===== src/rtl/pwm_bank_pkg.sv =====
package pwm_bank_pkg;

    typedef enum logic [1:0] {
        ST_RUN   = 2'd0,
        ST_ARMED = 2'd1,
        ST_HOLD  = 2'd2
    } seq_state_e;

    typedef enum logic [1:0] {
        PH_IDLE  = 2'd0,
        PH_DELAY = 2'd1,
        PH_CYCLE = 2'd2
    } chan_phase_e;

    localparam logic [31:0] MAGIC_WORD = 32'h601A3471;

    localparam int CFG_HOLD_BIT = 0;
    localparam int CFG_LOAD_BIT = 1;

    // word indices (byte address / 4)
    localparam int W_VERSION     = 0;
    localparam int W_IDENT       = 1;
    localparam int W_SCRATCH     = 2;
    localparam int W_MAGIC       = 3;
    localparam int W_CONTROL     = 4;
    localparam int W_COUNT       = 5;
    localparam int W_CHAN_BASE   = 16;
    localparam int W_CHAN_STRIDE = 3;

endpackage


===== src/rtl/pwm_bank_regs.sv =====
module pwm_bank_regs
    import pwm_bank_pkg::*;
#(
    parameter int          NCH       = 4,
    parameter int          CNT_W     = 16,
    parameter int          ADDR_W    = 8,
    parameter logic [7:0]  VER_MAJOR = 8'd1,
    parameter logic [7:0]  VER_MINOR = 8'd0,
    parameter logic [7:0]  VER_PATCH = 8'd0,
    parameter logic [31:0] CORE_ID   = 32'h5057_0001
) (
    input  logic                           clk,
    input  logic                           rst_n,
    input  logic                           req_valid,
    input  logic                           req_write,
    input  logic [ADDR_W-1:0]              req_addr,
    input  logic [31:0]                    req_wdata,
    output logic                           rsp_valid,
    output logic [31:0]                    rsp_rdata,
    input  logic                           commit_i,
    input  logic                           held_i,
    output logic                           cfg_wr_o,
    output logic                           cfg_hold_o,
    output logic                           cfg_load_o,
    output logic [NCH-1:0][CNT_W-1:0]      act_per_o,
    output logic [NCH-1:0][CNT_W-1:0]      act_duty_o,
    output logic [NCH-1:0][CNT_W-1:0]      act_off_o,
    output logic [NCH-1:0][CNT_W-1:0]      next_off_o
);

    localparam int WORD_W = ADDR_W - 2;

    function automatic logic [WORD_W-1:0] chan_word(input int ch, input int sel);
        return WORD_W'(W_CHAN_BASE + W_CHAN_STRIDE * ch + sel);
    endfunction

    logic [WORD_W-1:0] word;
    logic              aligned;
    logic              wr_en;
    logic              rd_en;
    logic [31:0]       rd_word;
    logic [31:0]       scratch_q;

    logic [NCH-1:0][CNT_W-1:0] sh_per, sh_duty, sh_off;
    logic [NCH-1:0][CNT_W-1:0] ac_per, ac_duty, ac_off;

    assign word    = req_addr[ADDR_W-1:2];
    assign aligned = (req_addr[1:0] == 2'b00);
    assign wr_en   = req_valid && req_write && aligned;
    assign rd_en   = req_valid && !req_write;

    assign cfg_wr_o   = wr_en && (word == WORD_W'(W_CONTROL));
    assign cfg_hold_o = req_wdata[CFG_HOLD_BIT];
    assign cfg_load_o = req_wdata[CFG_LOAD_BIT];

    // shadow and scratch storage
    always_ff @(posedge clk) begin
        if (!rst_n) begin
            scratch_q <= '0;
            sh_per    <= '0;
            sh_duty   <= '0;
            sh_off    <= '0;
        end else if (wr_en) begin
            if (word == WORD_W'(W_SCRATCH))
                scratch_q <= req_wdata;
            for (int i = 0; i < NCH; i++) begin
                if (word == chan_word(i, 0)) sh_per[i]  <= req_wdata[CNT_W-1:0];
                if (word == chan_word(i, 1)) sh_duty[i] <= req_wdata[CNT_W-1:0];
                if (word == chan_word(i, 2)) sh_off[i]  <= req_wdata[CNT_W-1:0];
            end
        end
    end

    // active copies follow shadow only on commit
    always_ff @(posedge clk) begin
        if (!rst_n) begin
            ac_per  <= '0;
            ac_duty <= '0;
            ac_off  <= '0;
        end else if (commit_i) begin
            ac_per  <= sh_per;
            ac_duty <= sh_duty;
            ac_off  <= sh_off;
        end
    end

    always_comb begin
        for (int i = 0; i < NCH; i++)
            next_off_o[i] = commit_i ? sh_off[i] : ac_off[i];
    end

    assign act_per_o  = ac_per;
    assign act_duty_o = ac_duty;
    assign act_off_o  = ac_off;

    // read decode
    always_comb begin
        rd_word = '0;
        if (aligned) begin
            case (word)
                WORD_W'(W_VERSION): rd_word = {8'h00, VER_MAJOR, VER_MINOR, VER_PATCH};
                WORD_W'(W_IDENT):   rd_word = CORE_ID;
                WORD_W'(W_SCRATCH): rd_word = scratch_q;
                WORD_W'(W_MAGIC):   rd_word = MAGIC_WORD;
                WORD_W'(W_CONTROL): rd_word = 32'(held_i);
                WORD_W'(W_COUNT):   rd_word = 32'(NCH);
                default: begin
                    for (int i = 0; i < NCH; i++) begin
                        if (word == chan_word(i, 0)) rd_word = 32'(sh_per[i]);
                        if (word == chan_word(i, 1)) rd_word = 32'(sh_duty[i]);
                        if (word == chan_word(i, 2)) rd_word = 32'(sh_off[i]);
                    end
                end
            endcase
        end
    end

    always_ff @(posedge clk) begin
        if (!rst_n) begin
            rsp_valid <= 1'b0;
            rsp_rdata <= '0;
        end else begin
            rsp_valid <= rd_en;
            if (rd_en)
                rsp_rdata <= rd_word;
        end
    end

    AST_ACTIVE_STABLE: assert property (@(posedge clk) disable iff (!rst_n)
        !commit_i |=> ($stable(ac_per) && $stable(ac_duty) && $stable(ac_off)));
    AST_RSP_AFTER_READ: assert property (@(posedge clk) disable iff (!rst_n)
        (req_valid && !req_write) |=> rsp_valid);
    AST_NO_SPURIOUS_RSP: assert property (@(posedge clk) disable iff (!rst_n)
        !(req_valid && !req_write) |=> !rsp_valid);

endmodule


===== src/rtl/pwm_bank_seq.sv =====
module pwm_bank_seq
    import pwm_bank_pkg::*;
(
    input  logic clk,
    input  logic rst_n,
    input  logic cfg_wr_i,
    input  logic cfg_hold_i,
    input  logic cfg_load_i,
    input  logic bound_i,
    output logic commit_o,
    output logic sync_o,
    output logic halt_o,
    output logic held_o
);

    seq_state_e state_q, state_nx;
    logic       commit_nx, sync_nx;

    // next state and strobes
    always_comb begin
        state_nx  = state_q;
        commit_nx = 1'b0;
        sync_nx   = 1'b0;
        unique case (state_q)
            ST_RUN: begin
                if (cfg_wr_i && cfg_hold_i) begin
                    state_nx  = ST_HOLD;
                    commit_nx = cfg_load_i;
                end else if (cfg_wr_i && cfg_load_i) begin
                    state_nx  = ST_ARMED;
                end
            end
            ST_ARMED: begin
                if (cfg_wr_i && cfg_hold_i) begin
                    state_nx  = ST_HOLD;
                    commit_nx = cfg_load_i;
                end else if (bound_i) begin
                    state_nx  = ST_RUN;
                    commit_nx = 1'b1;
                    sync_nx   = 1'b1;
                end
            end
            ST_HOLD: begin
                if (cfg_wr_i && cfg_hold_i) begin
                    commit_nx = cfg_load_i;
                end else if (cfg_wr_i) begin
                    state_nx  = ST_RUN;
                    sync_nx   = 1'b1;
                    commit_nx = cfg_load_i;
                end
            end
            default: state_nx = ST_RUN;
        endcase
    end

    // state register
    always_ff @(posedge clk) begin
        if (!rst_n) state_q <= ST_RUN;
        else        state_q <= state_nx;
    end

    // outputs
    always_comb begin
        commit_o = commit_nx;
        sync_o   = sync_nx;
        halt_o   = (state_nx == ST_HOLD);
        held_o   = (state_q == ST_HOLD);
    end

    AST_ARMED_WAITS: assert property (@(posedge clk) disable iff (!rst_n)
        (state_q == ST_ARMED && !bound_i && !cfg_wr_i) |=> (state_q == ST_ARMED));
    AST_HOLD_STICKY: assert property (@(posedge clk) disable iff (!rst_n)
        (state_q == ST_HOLD && !cfg_wr_i) |=> (state_q == ST_HOLD));
    AST_HOLD_ENTRY: assert property (@(posedge clk) disable iff (!rst_n)
        (cfg_wr_i && cfg_hold_i) |=> held_o);

endmodule


===== src/rtl/pwm_bank_chan.sv =====
module pwm_bank_chan
    import pwm_bank_pkg::*;
#(
    parameter int CNT_W  = 16,
    parameter bit IS_REF = 1'b0
) (
    input  logic             clk,
    input  logic             rst_n,
    input  logic             halt_i,
    input  logic             sync_i,
    input  logic [CNT_W-1:0] period_i,
    input  logic [CNT_W-1:0] duty_i,
    input  logic [CNT_W-1:0] offset_i,
    input  logic [CNT_W-1:0] sync_off_i,
    output logic             wave_o,
    output logic             bound_o
);

    chan_phase_e      ph_q, ph_nx;
    logic [CNT_W-1:0] cnt_q, cnt_nx;
    logic [CNT_W-1:0] per_last, off_last;

    assign per_last = period_i - 1'b1;
    assign off_last = offset_i - 1'b1;

    always_comb begin
        ph_nx  = ph_q;
        cnt_nx = cnt_q;
        if (sync_i) begin
            cnt_nx = '0;
            ph_nx  = (sync_off_i == '0) ? PH_CYCLE : PH_DELAY;
        end else if (halt_i) begin
            cnt_nx = '0;
            ph_nx  = PH_IDLE;
        end else begin
            unique case (ph_q)
                PH_IDLE: cnt_nx = '0;
                PH_DELAY: begin
                    if (offset_i == '0 || cnt_q >= off_last) begin
                        ph_nx  = PH_CYCLE;
                        cnt_nx = '0;
                    end else begin
                        cnt_nx = cnt_q + 1'b1;
                    end
                end
                PH_CYCLE: begin
                    if (period_i == '0 || cnt_q >= per_last) cnt_nx = '0;
                    else                                     cnt_nx = cnt_q + 1'b1;
                end
                default: begin
                    ph_nx  = PH_IDLE;
                    cnt_nx = '0;
                end
            endcase
        end
    end

    always_ff @(posedge clk) begin
        if (!rst_n) begin
            ph_q  <= PH_CYCLE;
            cnt_q <= '0;
        end else begin
            ph_q  <= ph_nx;
            cnt_q <= cnt_nx;
        end
    end

    always_comb begin
        wave_o  = (ph_q == PH_CYCLE) && (period_i != '0) && (cnt_q < duty_i);
        bound_o = IS_REF && ((ph_q != PH_CYCLE) || (period_i == '0) || (cnt_q >= per_last));
    end

    AST_CNT_IN_PERIOD: assert property (@(posedge clk) disable iff (!rst_n)
        (ph_q == PH_CYCLE && period_i != '0) |-> (cnt_q < period_i));
    AST_DELAY_IN_RANGE: assert property (@(posedge clk) disable iff (!rst_n)
        (ph_q == PH_DELAY) |-> (cnt_q < offset_i));
    AST_HALT_IDLES: assert property (@(posedge clk) disable iff (!rst_n)
        (halt_i && !sync_i) |=> (ph_q == PH_IDLE));
    AST_SYNC_RESTART: assert property (@(posedge clk) disable iff (!rst_n)
        sync_i |=> (cnt_q == '0));

endmodule


===== src/rtl/pwm_bank.sv =====
module pwm_bank
    import pwm_bank_pkg::*;
#(
    parameter int          NCH       = 4,
    parameter int          CNT_W     = 16,
    parameter int          ADDR_W    = 8,
    parameter logic [7:0]  VER_MAJOR = 8'd1,
    parameter logic [7:0]  VER_MINOR = 8'd0,
    parameter logic [7:0]  VER_PATCH = 8'd0,
    parameter logic [31:0] CORE_ID   = 32'h5057_0001
) (
    input  logic              clk,
    input  logic              rst_n,
    input  logic              req_valid,
    output logic              req_ready,
    input  logic              req_write,
    input  logic [ADDR_W-1:0] req_addr,
    input  logic [31:0]       req_wdata,
    output logic              rsp_valid,
    output logic [31:0]       rsp_rdata,
    output logic [NCH-1:0]    pwm_o
);

    localparam int MAP_END = 4 * (W_CHAN_BASE + W_CHAN_STRIDE * NCH);

    logic commit, sync, halt, held;
    logic cfg_wr, cfg_hold, cfg_load;
    logic [NCH-1:0][CNT_W-1:0] act_per, act_duty, act_off, next_off;
    logic [NCH-1:0] chan_wave, chan_bound;

    assign req_ready = 1'b1;

    pwm_bank_regs #(
        .NCH(NCH), .CNT_W(CNT_W), .ADDR_W(ADDR_W),
        .VER_MAJOR(VER_MAJOR), .VER_MINOR(VER_MINOR), .VER_PATCH(VER_PATCH),
        .CORE_ID(CORE_ID)
    ) u_regs (
        .clk(clk), .rst_n(rst_n),
        .req_valid(req_valid), .req_write(req_write),
        .req_addr(req_addr), .req_wdata(req_wdata),
        .rsp_valid(rsp_valid), .rsp_rdata(rsp_rdata),
        .commit_i(commit), .held_i(held),
        .cfg_wr_o(cfg_wr), .cfg_hold_o(cfg_hold), .cfg_load_o(cfg_load),
        .act_per_o(act_per), .act_duty_o(act_duty),
        .act_off_o(act_off), .next_off_o(next_off)
    );

    pwm_bank_seq u_seq (
        .clk(clk), .rst_n(rst_n),
        .cfg_wr_i(cfg_wr), .cfg_hold_i(cfg_hold), .cfg_load_i(cfg_load),
        .bound_i(|chan_bound),
        .commit_o(commit), .sync_o(sync), .halt_o(halt), .held_o(held)
    );

    for (genvar g = 0; g < NCH; g++) begin : g_chan
        pwm_bank_chan #(
            .CNT_W(CNT_W),
            .IS_REF(g == 0)
        ) u_chan (
            .clk(clk), .rst_n(rst_n),
            .halt_i(halt), .sync_i(sync),
            .period_i(act_per[g]), .duty_i(act_duty[g]),
            .offset_i(act_off[g]), .sync_off_i(next_off[g]),
            .wave_o(chan_wave[g]), .bound_o(chan_bound[g])
        );
    end

    assign pwm_o = chan_wave & ~{NCH{held}};

    initial begin
        AST_MAP_FITS: assert (MAP_END <= (1 << ADDR_W));
    end

    AST_SYNC_NOT_HELD: assert property (@(posedge clk) disable iff (!rst_n)
        sync |=> !held);

endmodule


===== config.mk =====
export PLATFORM = sky130hd
export DESIGN_NAME = pwm_bank
export DESIGN_NICKNAME = d
export VERILOG_FILES = /design/src/rtl/pwm_bank_pkg.sv /design/src/rtl/pwm_bank_regs.sv /design/src/rtl/pwm_bank_seq.sv /design/src/rtl/pwm_bank_chan.sv /design/src/rtl/pwm_bank.sv
export SDC_FILE = /design/constraint.sdc
export NUM_CORES = 1
export LEC_CHECK = 0
export ABC_AREA = 1
export BUFFER_PORTS_ARGS = -buffer_cell sky130_fd_sc_hd__clkbuf_2
export CORE_MARGIN = 8
export CORE_UTILIZATION = 54
export CTS_CLUSTER_SIZE = 24
export DETAILED_ROUTE_END_ITERATION = 10
export PLACE_DENSITY = 0.8
export SYNTH_ARGS = -nofsm -noshare
export SYNTH_HDL_FRONTEND = slang
export SYNTH_SLANG_ARGS = --single-unit

===== constraint.sdc =====
create_clock -name clk -period 5.3 [get_ports clk]
set_input_delay 0.265 -clock clk [delete_from_list [all_inputs] [get_ports clk]]
set_output_delay 0.265 -clock clk [all_outputs]
set_load 0.01 [all_outputs]

==> results of run 1 <==
## cell usage after synthesis, types with 4 or more instances
| library cell | number | share of area |
|---|---|---|
| sky130_fd_sc_hd__nor2_2 | 5 | 0.0011 |
| sky130_fd_sc_hd__buf_6 | 9 | 0.0036 |
| sky130_fd_sc_hd__nand2_2 | 5 | 0.0011 |
| sky130_fd_sc_hd__a211oi_1 | 37 | 0.0099 |
| sky130_fd_sc_hd__or2_2 | 4 | 0.00089 |
| sky130_fd_sc_hd__a21boi_0 | 6 | 0.0016 |
| sky130_fd_sc_hd__nand2_1 | 613 | 0.082 |
| sky130_fd_sc_hd__nand3b_1 | 6 | 0.0016 |
| sky130_fd_sc_hd__buf_4 | 5 | 0.0013 |
| sky130_fd_sc_hd__nor2_1 | 687 | 0.092 |
| sky130_fd_sc_hd__xnor2_1 | 38 | 0.012 |
| sky130_fd_sc_hd__nor3_1 | 69 | 0.012 |
| sky130_fd_sc_hd__clkinv_1 | 9 | 0.0012 |
| sky130_fd_sc_hd__clkbuf_1 | 145 | 0.019 |
| sky130_fd_sc_hd__buf_1 | 5 | 0.00067 |
| sky130_fd_sc_hd__dfxtp_1 | 523 | 0.37 |
| sky130_fd_sc_hd__o221ai_1 | 5 | 0.0016 |
| sky130_fd_sc_hd__nor3b_1 | 5 | 0.0013 |
| sky130_fd_sc_hd__nor4_1 | 12 | 0.0027 |
| sky130_fd_sc_hd__a21o_1 | 10 | 0.0027 |
| sky130_fd_sc_hd__nand3_1 | 225 | 0.040 |
| sky130_fd_sc_hd__inv_1 | 317 | 0.043 |
| sky130_fd_sc_hd__buf_2 | 20 | 0.0036 |
| sky130_fd_sc_hd__nand4_1 | 40 | 0.0089 |
| sky130_fd_sc_hd__o22ai_1 | 5 | 0.0011 |
| sky130_fd_sc_hd__o21ai_0 | 390 | 0.070 |
| sky130_fd_sc_hd__ha_1 | 216 | 0.097 |
| sky130_fd_sc_hd__xor2_1 | 104 | 0.033 |
| sky130_fd_sc_hd__o21ai_1 | 4 | 0.00072 |
| sky130_fd_sc_hd__a31oi_1 | 4 | 0.00089 |
| sky130_fd_sc_hd__o211ai_1 | 10 | 0.0027 |
| sky130_fd_sc_hd__a21oi_1 | 354 | 0.063 |
| sky130_fd_sc_hd__o21a_1 | 4 | 0.0011 |
## stage by stage
step                setup slack, ns  hold WS, ns
floorplan                      1.85        0.400
global placement              0.980        0.431
detailed placement            0.870        0.438
CTS                           0.821       0.0119
global route                  0.327       0.0330
finish                        0.751       0.0280
## metal layers
layer	GRT usage	part of all wire
met1	0.362	0.42
met2	0.409	0.43
met4	0.123	0.049
met3	0.0584	0.10
met5	0	0.00067
## worst paths after layout
| kind | cells past startpoint | slack (ns) | to |
|---|---|---|---|
| setup / recovery | 25 | 0.75 | g_chan[2].u_chan.cnt_q[9]$_SDFF_PP0_ |
| hold / removal | 3 | 0.03 | u_regs.rsp_rdata[29]$_SDFFE_PN0P_ |
| setup reg to reg | 25 | 0.75 | g_chan[2].u_chan.cnt_q[9]$_SDFF_PP0_ |
| hold reg to reg | 1 | 0.45 | g_chan[3].u_chan.cnt_q[0]$_SDFF_PP0_ |
## area by class of cell
class                   instances  area, sq um  share of cell area
diodes                          1         2.50           0.0000815
multi-input cells            2892        15500               0.504
well taps                     680          851              0.0277
repair buffers                122          777              0.0253
clock buffers                  71         1520              0.0493
flip-flops and latches        523        10500               0.341
inverters                     329         1240              0.0402
clock inverters                27          380              0.0124
## worst reg2reg max path, stage by stage, from the launching register on
cell and delay (ns):
sky130_fd_sc_hd__dfxtp_1 0.35, sky130_fd_sc_hd__nor2_1 0.10, sky130_fd_sc_hd__nand2_1 0.08, sky130_fd_sc_hd__nor3_1 0.24
sky130_fd_sc_hd__nand2_1 0.14, sky130_fd_sc_hd__nor3_1 0.26, sky130_fd_sc_hd__nand2_1 0.11, sky130_fd_sc_hd__nor2_1 0.18
sky130_fd_sc_hd__inv_1 0.08, sky130_fd_sc_hd__nor2_1 0.08, sky130_fd_sc_hd__nor2_1 0.04, sky130_fd_sc_hd__a21oi_1 0.14
sky130_fd_sc_hd__ha_1 0.27, sky130_fd_sc_hd__nand2_1 0.07, sky130_fd_sc_hd__nand2_1 0.04, sky130_fd_sc_hd__nand3_1 0.06
sky130_fd_sc_hd__nand2_1 0.05, sky130_fd_sc_hd__a21oi_1 0.15, sky130_fd_sc_hd__nand4_2 0.18, sky130_fd_sc_hd__nand2_1 0.13
sky130_fd_sc_hd__o21ai_0 0.11, sky130_fd_sc_hd__nand2_1 0.36, sky130_fd_sc_hd__nand2_2 0.25, sky130_fd_sc_hd__nor2_4 0.27
sky130_fd_sc_hd__inv_2 0.36, sky130_fd_sc_hd__a211oi_1 0.32
## kinds of logic after synthesis
kind of cell | count (synthesis) | share of synthesized area
fa+ha+maj | 216 | 0.0966
simple gates | 1685 | 0.250
flops | 523 | 0.374
buf+inv | 513 | 0.0728
compound gates | 848 | 0.162
other cells | 1 | 0.000134
xor+xnor | 142 | 0.0445
## power groups by stage
stage | sequential, mW | combinational [mW] | clock [mW]
floorplan | 4.03 | 0.174 | 0
global placement | 4.03 | 0.267 | 0
detailed placement | 4.03 | 0.271 | 0
CTS | 3.94 | 0.282 | 4.09
global route | 3.94 | 0.316 | 4.25
finish | 3.94 | 0.294 | 4.07
## state kept, by name, indices dropped and copies added, names as in the netlist
signal and cells:
u_regs.sh_duty 64, u_regs.rsp_rdata 32, u_regs.sh_off 64, u_regs.act_duty_o 64, g_chan.u_chan.ph_q 8, u_regs.rsp_valid 1
u_regs.act_per_o 64, u_regs.sh_per 64, u_regs.act_off_o 64, u_regs.scratch_q 32, u_seq.state_q 2, g_chan.u_chan.cnt_q 64
==> results.rst, run 1 <==
.. list-table::
   :header-rows: 1

   * - Metric
     - Value
   * - Root buffer cell
     - sky130_fd_sc_hd__clkbuf_16
   * - Total die area
     - 59300 sq um
   * - Final Hold Vio Count
     - 0
   * - Count of nets left with antenna violations after detail routing
     - 0
   * - Core Util, Final
     - 0.599
   * - Post-Layout Cell Count
     - 4645
   * - Hpwl dp
     - between 50000 and 60000 microns
   * - Internal cell power
     - 6.42 mW
   * - Critical register-to-register path startpoint
     - u_regs.act_per_o[2]$_SDFFE_PN0N_
   * - Critical Path RT
     - 5.81 ns
   * - Tightest Pin Transition
     - 1.31 ns
   * - Post-synthesis sequential area ratio
     - 0.374
   * - Leading register cell type out of synthesis
     - sky130_fd_sc_hd__dfxtp_1
   * - Routed via count divided by cell count
     - 5.71
   * - Fin crit share
     - 0.858
   * - Clock buffer count from CTS
     - 53
   * - Kind of path behind the tightest hold check
     - input port to flop
   * - Post-synthesis sequential element count
     - 523
   * - Post-layout net count
     - 4181
   * - Post-CTS setup buffer count
     - 0
   * - Starting density of the core
     - 0.545
   * - DRT iter0 DRCs
     - 2993
   * - Most common cell on crit path
     - sky130_fd_sc_hd__nand2_1
   * - Area delta synth->final
     - 9.81%
   * - Quantity of I/O buffers inserted on ports
     - 80
   * - Inst Count DP
     - 4530
   * - Quantity of gates resized following cts
     - 0
   * - Longest individual stage delay on the worst path
     - 0.36 ns
   * - Power share of the combinational group
     - 0.035
   * - Commonest non-fill, non-tap cell in the layout
     - sky130_fd_sc_hd__nor2_1
   * - Unrepaired setup endpoints after global routing
     - no
   * - Fraction of final layout cells with drive strength greater than 1
     - 0.0578
   * - Via count of the first global-routing pass
     - 24.4k
   * - Library cell contributing the largest single delay on the critical path
     - sky130_fd_sc_hd__nand2_1
   * - Commonest cells after routing, fill and taps aside
     - sky130_fd_sc_hd__nor2_1 (685), sky130_fd_sc_hd__nand2_1 (613), sky130_fd_sc_hd__dfxtp_1 (523)
   * - Pre-Repair DR Iteration Count
     - 6
   * - Share of total power consumed by net switching
     - 0.228
   * - Share of total power in the clock network
     - 0.490
   * - Total negative setup slack
     - 0 ns
   * - Distinct cell type count after synthesis
     - 54
   * - Largest delay share family, worst path
     - simple AND/OR/NAND/NOR gates
   * - Fillers
     - 4653
   * - Reported net switching power
     - ~1.9 mW
   * - Total number of placement rows
     - 83
   * - Horizontal extent of the die
     - 244 microns
   * - Kind of critical path
     - flop to flop
   * - Crit-path max FO
     - 33
   * - Hold Startpoint
     - req_addr[3]
   * - Deepest level of the CTS H-tree
     - 2
   * - Source-to-sink clock delay at the later pin of the worst-skew pair
     - 0.64 ns
   * - Share of power burned in registers
     - 0.474
   * - Number of sinks on the clock net
     - approximately 520
   * - Launch point of the critical path
     - u_regs.act_per_o[2]$_SDFFE_PN0N_
   * - Routability congestion estimate from global placement
     - roughly 0.90
   * - Endpoint kind of the worst setup timing path
     - flop
   * - Synthesized cell area
     - approximately 28000 sq um
   * - Mapped Avg Cell Area
     - 7.12 sq um
   * - Time the worst path needs with I/O delays and setup
     - approximately 4.5 ns
   * - Final Power
     - 8.31 mW
   * - Mapped Cells
     - 3928
   * - Overall fraction of global-route tracks in use
     - 0.269
   * - Max Clock Skew
     - 0.0384 ns
   * - Buffer depth of the longest clock path
     - 3
   * - Final std cell area, no fill
     - 30700 sq um
   * - Worst vdd rail ir drop
     - 0.263 mV
   * - Max Freq
     - approximately 0.22 GHz
   * - Cell area power density
     - 271 nW/um^2
   * - Clock-pin slew reported for the worst setup and hold paths after clock tree synthesis
     - 0.06 ns
   * - Number of maximum-capacitance constraint violations
     - 0
   * - Gr ovfl total
     - 0
   * - Element type at the critical path start
     - flop
   * - Static leakage
     - approximately 14 nW
   * - Total buffers and inverters traversed by the critical path
     - 2
   * - Pin count of the biggest net entering global routing
     - roughly 260
   * - Status
     - finished clean
   * - Initial antenna violation count
     - 5
   * - Placeable core area
     - between 50000 and 60000 sq um
   * - Routed Wire Length
     - between 80000 and 90000 microns
   * - Final-report max-slew violation count
     - 0
   * - Instance area at placement
     - 28700 sq um
   * - Y dimension of the die
     - around 240 microns
   * - Routed len/inst
     - around 18 microns
   * - Boundary pin count
     - 82
   * - Arrival @ worst endpoint
     - 5.06 ns
   * - Wire length of the first global-routing pass
     - roughly 130000 microns
   * - Hold_buf cts
     - 16
   * - Residual DRC count
     - 0
   * - CTS tree
     - built
   * - Max-Slew Margin vs Limit
     - 0.124
   * - Overall via count from detail_route
     - 26.5k
   * - Number of enable flip-flop cells after synthesis
     - 0
   * - Yosys warning total
     - 0
   * - Final count of negative-setup-slack endpoints
     - 0
   * - Fraction of registers with async set/reset
     - 0
   * - Number of nets in the synthesized netlist
     - 4188
Power figures use the tool's default switching activity.
==> run 2, diff against run 1 <==
CELL_PAD_IN_SITES_DETAIL_PLACEMENT = 0   (was default)
CELL_PAD_IN_SITES_GLOBAL_PLACEMENT = 2   (was default)
CORE_UTILIZATION = 39   (was 54)
PLACE_DENSITY = 0.94   (was 0.8)
RECOVER_POWER = 100   (was default)
==> run 2 against run 1 <==
The flow now finishes with violations (max-capacitance violations, max-slew violations). Clock skew fell by 0.010 ns. Count of clock-buffer cells in the layout up 1. Setup slack got worse by 0.078 ns. Highest routed layer unchanged. Non-clock buffer count grew 11. Largest cell class unchanged.
==> results.rst, run 2 (synthesis results as in run 1) <==
.. list-table::
   :header-rows: 1

   * - Metric
     - Value
   * - Status
     - finished with violations
   * - Failing checks
     - max-capacitance violations, max-slew violations
   * - Inst Count DP
     - 4811 (+6.2%)
   * - Initial antenna violation count
     - 6 (+1)
   * - Hpwl dp
     - 63500 microns (+13%)
   * - Kind of critical path
     - flop to flop
   * - Cell area power density
     - 276 nW/um^2 (+2.1%)
   * - Time the worst path needs with I/O delays and setup
     - 4.63 ns (+0.0777 ns)
   * - Area delta synth->final
     - 11.2%
   * - Number of sinks on the clock net
     - 523 (unchanged)
   * - Count of nets left with antenna violations after detail routing
     - 0 (unchanged)
   * - Pin count of the biggest net entering global routing
     - 99 (-61%)
   * - Hold Startpoint
     - req_addr[3]
   * - Tightest Pin Transition
     - 2.33 ns (+1.02 ns)
   * - Final count of negative-setup-slack endpoints
     - 0 (unchanged)
   * - Placeable core area
     - 71200 sq um (+39%)
   * - Critical register-to-register path startpoint
     - u_regs.act_per_o[2]$_SDFFE_PN0N_
   * - Critical Path RT
     - 5.82 ns (about the same)
   * - Source-to-sink clock delay at the later pin of the worst-skew pair
     - 0.63 ns (about the same)
   * - Via count of the first global-routing pass
     - 23.7k (-2.8%)
   * - Quantity of gates resized following cts
     - 0 (unchanged)
   * - Wire length of the first global-routing pass
     - 141000 microns (+7.6%)
   * - Y dimension of the die
     - 284 microns (+17%)
   * - Total buffers and inverters traversed by the critical path
     - 2 (unchanged)
   * - Final Hold Vio Count
     - 0 (unchanged)
   * - Clock-pin slew reported for the worst setup and hold paths after clock tree synthesis
     - 0.06 ns (about the same)
   * - Total negative setup slack
     - 0 ns (unchanged)
   * - Total die area
     - 80600 sq um (+36%)
   * - Fraction of final layout cells with drive strength greater than 1
     - 0.0452 (-0.0126)
   * - Post-CTS setup buffer count
     - 0 (unchanged)
   * - Register-to-Register Setup Slack
     - 0.67 ns (-0.08 ns)
   * - Element type at the critical path start
     - flop
   * - Worst vdd rail ir drop
     - 0.233 mV (-11%)
   * - Worst hold endpoint
     - u_regs.rsp_rdata[29]$_SDFFE_PN0P_
   * - Endpoint of the most critical register-to-register path
     - g_chan[1].u_chan.cnt_q[4]$_SDFF_PP0_
   * - Largest delay share family, worst path
     - simple AND/OR/NAND/NOR gates
   * - Final-report max-slew violation count
     - 194 (+194)
   * - Routed len/inst
     - 18.4 microns (+3.6%)
   * - Commonest cells after routing, fill and taps aside
     - sky130_fd_sc_hd__nor2_1 (688), sky130_fd_sc_hd__nand2_1 (614), sky130_fd_sc_hd__dfxtp_1 (523)
   * - Max Freq
     - 0.216 GHz (-1.7%)
   * - Arrival @ worst endpoint
     - 5.14 ns (+0.08 ns)
   * - Routed Wire Length
     - 91000 microns (+10%)
   * - Overall via count from detail_route
     - 25.7k (-3.2%)
   * - Post-layout net count
     - 4196 (+0.36%)
   * - Routed via count divided by cell count
     - 5.20 (-8.9%)
   * - Deepest level of the CTS H-tree
     - 2 (unchanged)
   * - Max Clock Skew
     - 0.0284 ns (-0.0100 ns)
   * - DRT iter0 DRCs
     - 2093 (-30%)
   * - Max-Slew Margin vs Limit
     - -0.556 (-0.679)
   * - Quantity of I/O buffers inserted on ports
     - 80 (unchanged)
   * - Unrepaired setup endpoints after global routing
     - no
   * - Total number of placement rows
     - 98 (+18%)
   * - Library cell contributing the largest single delay on the critical path
     - sky130_fd_sc_hd__inv_2
   * - Overall fraction of global-route tracks in use
     - 0.218 (-0.0509)
   * - Longest individual stage delay on the worst path
     - 0.36 ns (about the same)
   * - Endpoint kind of the worst setup timing path
     - flop
   * - Starting density of the core
     - 0.393 (-0.153)
   * - Gr ovfl total
     - 0 (unchanged)
   * - Commonest non-fill, non-tap cell in the layout
     - sky130_fd_sc_hd__nor2_1
   * - Residual DRC count
     - 0 (unchanged)
   * - Number of cells on the worst reg-to-reg path
     - 25 (unchanged)
   * - Static leakage
     - 14.1 nW (-0.72%)
   * - Pre-Repair DR Iteration Count
     - 7 (+1)
   * - Root buffer cell
     - sky130_fd_sc_hd__clkbuf_16
   * - Clock buffer count from CTS
     - 57 (+7.5%)
   * - CTS tree
     - built
   * - Crit-path max FO
     - 33 (unchanged)
   * - Buffer depth of the longest clock path
     - 3 (unchanged)
   * - Number of maximum-capacitance constraint violations
     - 4 (+4)
   * - Horizontal extent of the die
     - 284 microns (+17%)
   * - Most common cell on crit path
     - sky130_fd_sc_hd__nand2_1
   * - Fillers
     - 7391 (+59%)
   * - Worst hold path depth
     - 3 (unchanged)
   * - Routability congestion estimate from global placement
     - 0.830 (-8.3%)
   * - Boundary pin count
     - 82 (unchanged)
   * - Post-Layout Cell Count
     - 4937 (+6.3%)
   * - Fin crit share
     - 0.873 (+0.0147)
   * - Kind of path behind the tightest hold check
     - input port to flop
[run 2: cell types whose count changed in the layout (fill, tap and decap cells not counted), moves of 3 or more]
cell                        change
sky130_fd_sc_hd__nor2_1         +3
sky130_fd_sc_hd__nor2_2         -3
sky130_fd_sc_hd__clkbuf_1      +61
sky130_fd_sc_hd__clkbuf_2      -37
sky130_fd_sc_hd__o21ai_1        -3
sky130_fd_sc_hd__clkbuf_16      +3
sky130_fd_sc_hd__o21ai_0        +3
sky130_fd_sc_hd__buf_4         -13
sky130_fd_sc_hd__clkinv_2       +5
[run 2: area by class of cell]
cell class / instances / area, sq um / area share
clock inverter: 35 / 462 / 0.0148
multi-input combinational: 2892 / 15500 / 0.497
clock buffer: 72 / 1560 / 0.0502
inverter: 329 / 1240 / 0.0397
timing repair buffer: 133 / 723 / 0.0232
tap: 950 / 1190 / 0.0382
sequential: 523 / 10500 / 0.337
antenna: 3 / 7.51 / 0.000241
[run 2: stage by stage]
| stage | setup slack [ns] | cell area (sq um) | utilization | hold WS, ns | power [mW] |
|---|---|---|---|---|---|
| 2_1_floorplan | 1.85 | 28000 | - | 0.400 | 4.20 |
| 3_3_place_gp | 0.806 | 29100 | 0.408 | 0.425 | 4.33 |
| 3_5_place_dp | 0.782 | 29100 | 0.408 | 0.438 | 4.33 |
| 4_1_cts | 0.768 | 31300 | 0.439 | 0.0468 | 8.65 |
| 5_1_grt | 0.138 | 31100 | 0.437 | 0.0894 | 8.84 |
| 6_report | 0.673 | 31100 | 0.437 | 0.0967 | 8.59 |
[run 2: worst reg2reg max path: cells and delay by family (launching register included)]
family,cells,cell delay [ns]
DFF,1,0.35
buffers and inverters,2,0.44
adders and majority gates,1,0.25
AOI/OAI and AO/OA,4,0.74
and+or+nand+nor,18,2.77
[run 2: what timing repair did]
| item | 4_1_cts | 5_1_grt |
|---|---|---|
| endpoints found under the hold margin | 16 | 0 |
| hold buffers | 16 | 0 |
| setup endpoints to repair | 0 | 0 |
[run 2: worst max path at each step]
stage	from	endpoint	slack (ns)	cells past startpoint
floorplan	u_regs.act_per_o[2]$_SDFFE_PN0N_	g_chan[3].u_chan.ph_q[0]$_SDFFE_PN0P_	1.85	27
CTS	u_regs.act_per_o[2]$_SDFFE_PN0N_	g_chan[0].u_chan.ph_q[1]$_SDFFE_PN1P_	0.77	29
global route	u_regs.act_per_o[2]$_SDFFE_PN0N_	g_chan[0].u_chan.ph_q[1]$_SDFFE_PN1P_	0.14	29
global placement	u_regs.act_per_o[2]$_SDFFE_PN0N_	g_chan[0].u_chan.ph_q[0]$_SDFFE_PN0P_	0.81	30
finish	u_regs.act_per_o[2]$_SDFFE_PN0N_	g_chan[1].u_chan.cnt_q[4]$_SDFF_PP0_	0.67	25
detailed placement	u_regs.act_per_o[2]$_SDFFE_PN0N_	g_chan[0].u_chan.ph_q[1]$_SDFFE_PN1P_	0.78	29
[run 2: power by group]
group	internal, mW	total, mW	switching, mW	leakage (nW)
clock network	2.58	4.34	1.76	1.00
logic	0.0728	0.308	0.236	8.90
registers	3.94	3.94	0.00706	4.21
[run 2: per-layer routing]
layer	vias to the layer above	global-route usage	routed length (microns)
met5	-	0	37
met4	6	0.0690	3110
met3	174	0.0406	6070
met2	731	0.327	37900
met1	11700	0.313	43900
li1	13000	-	-
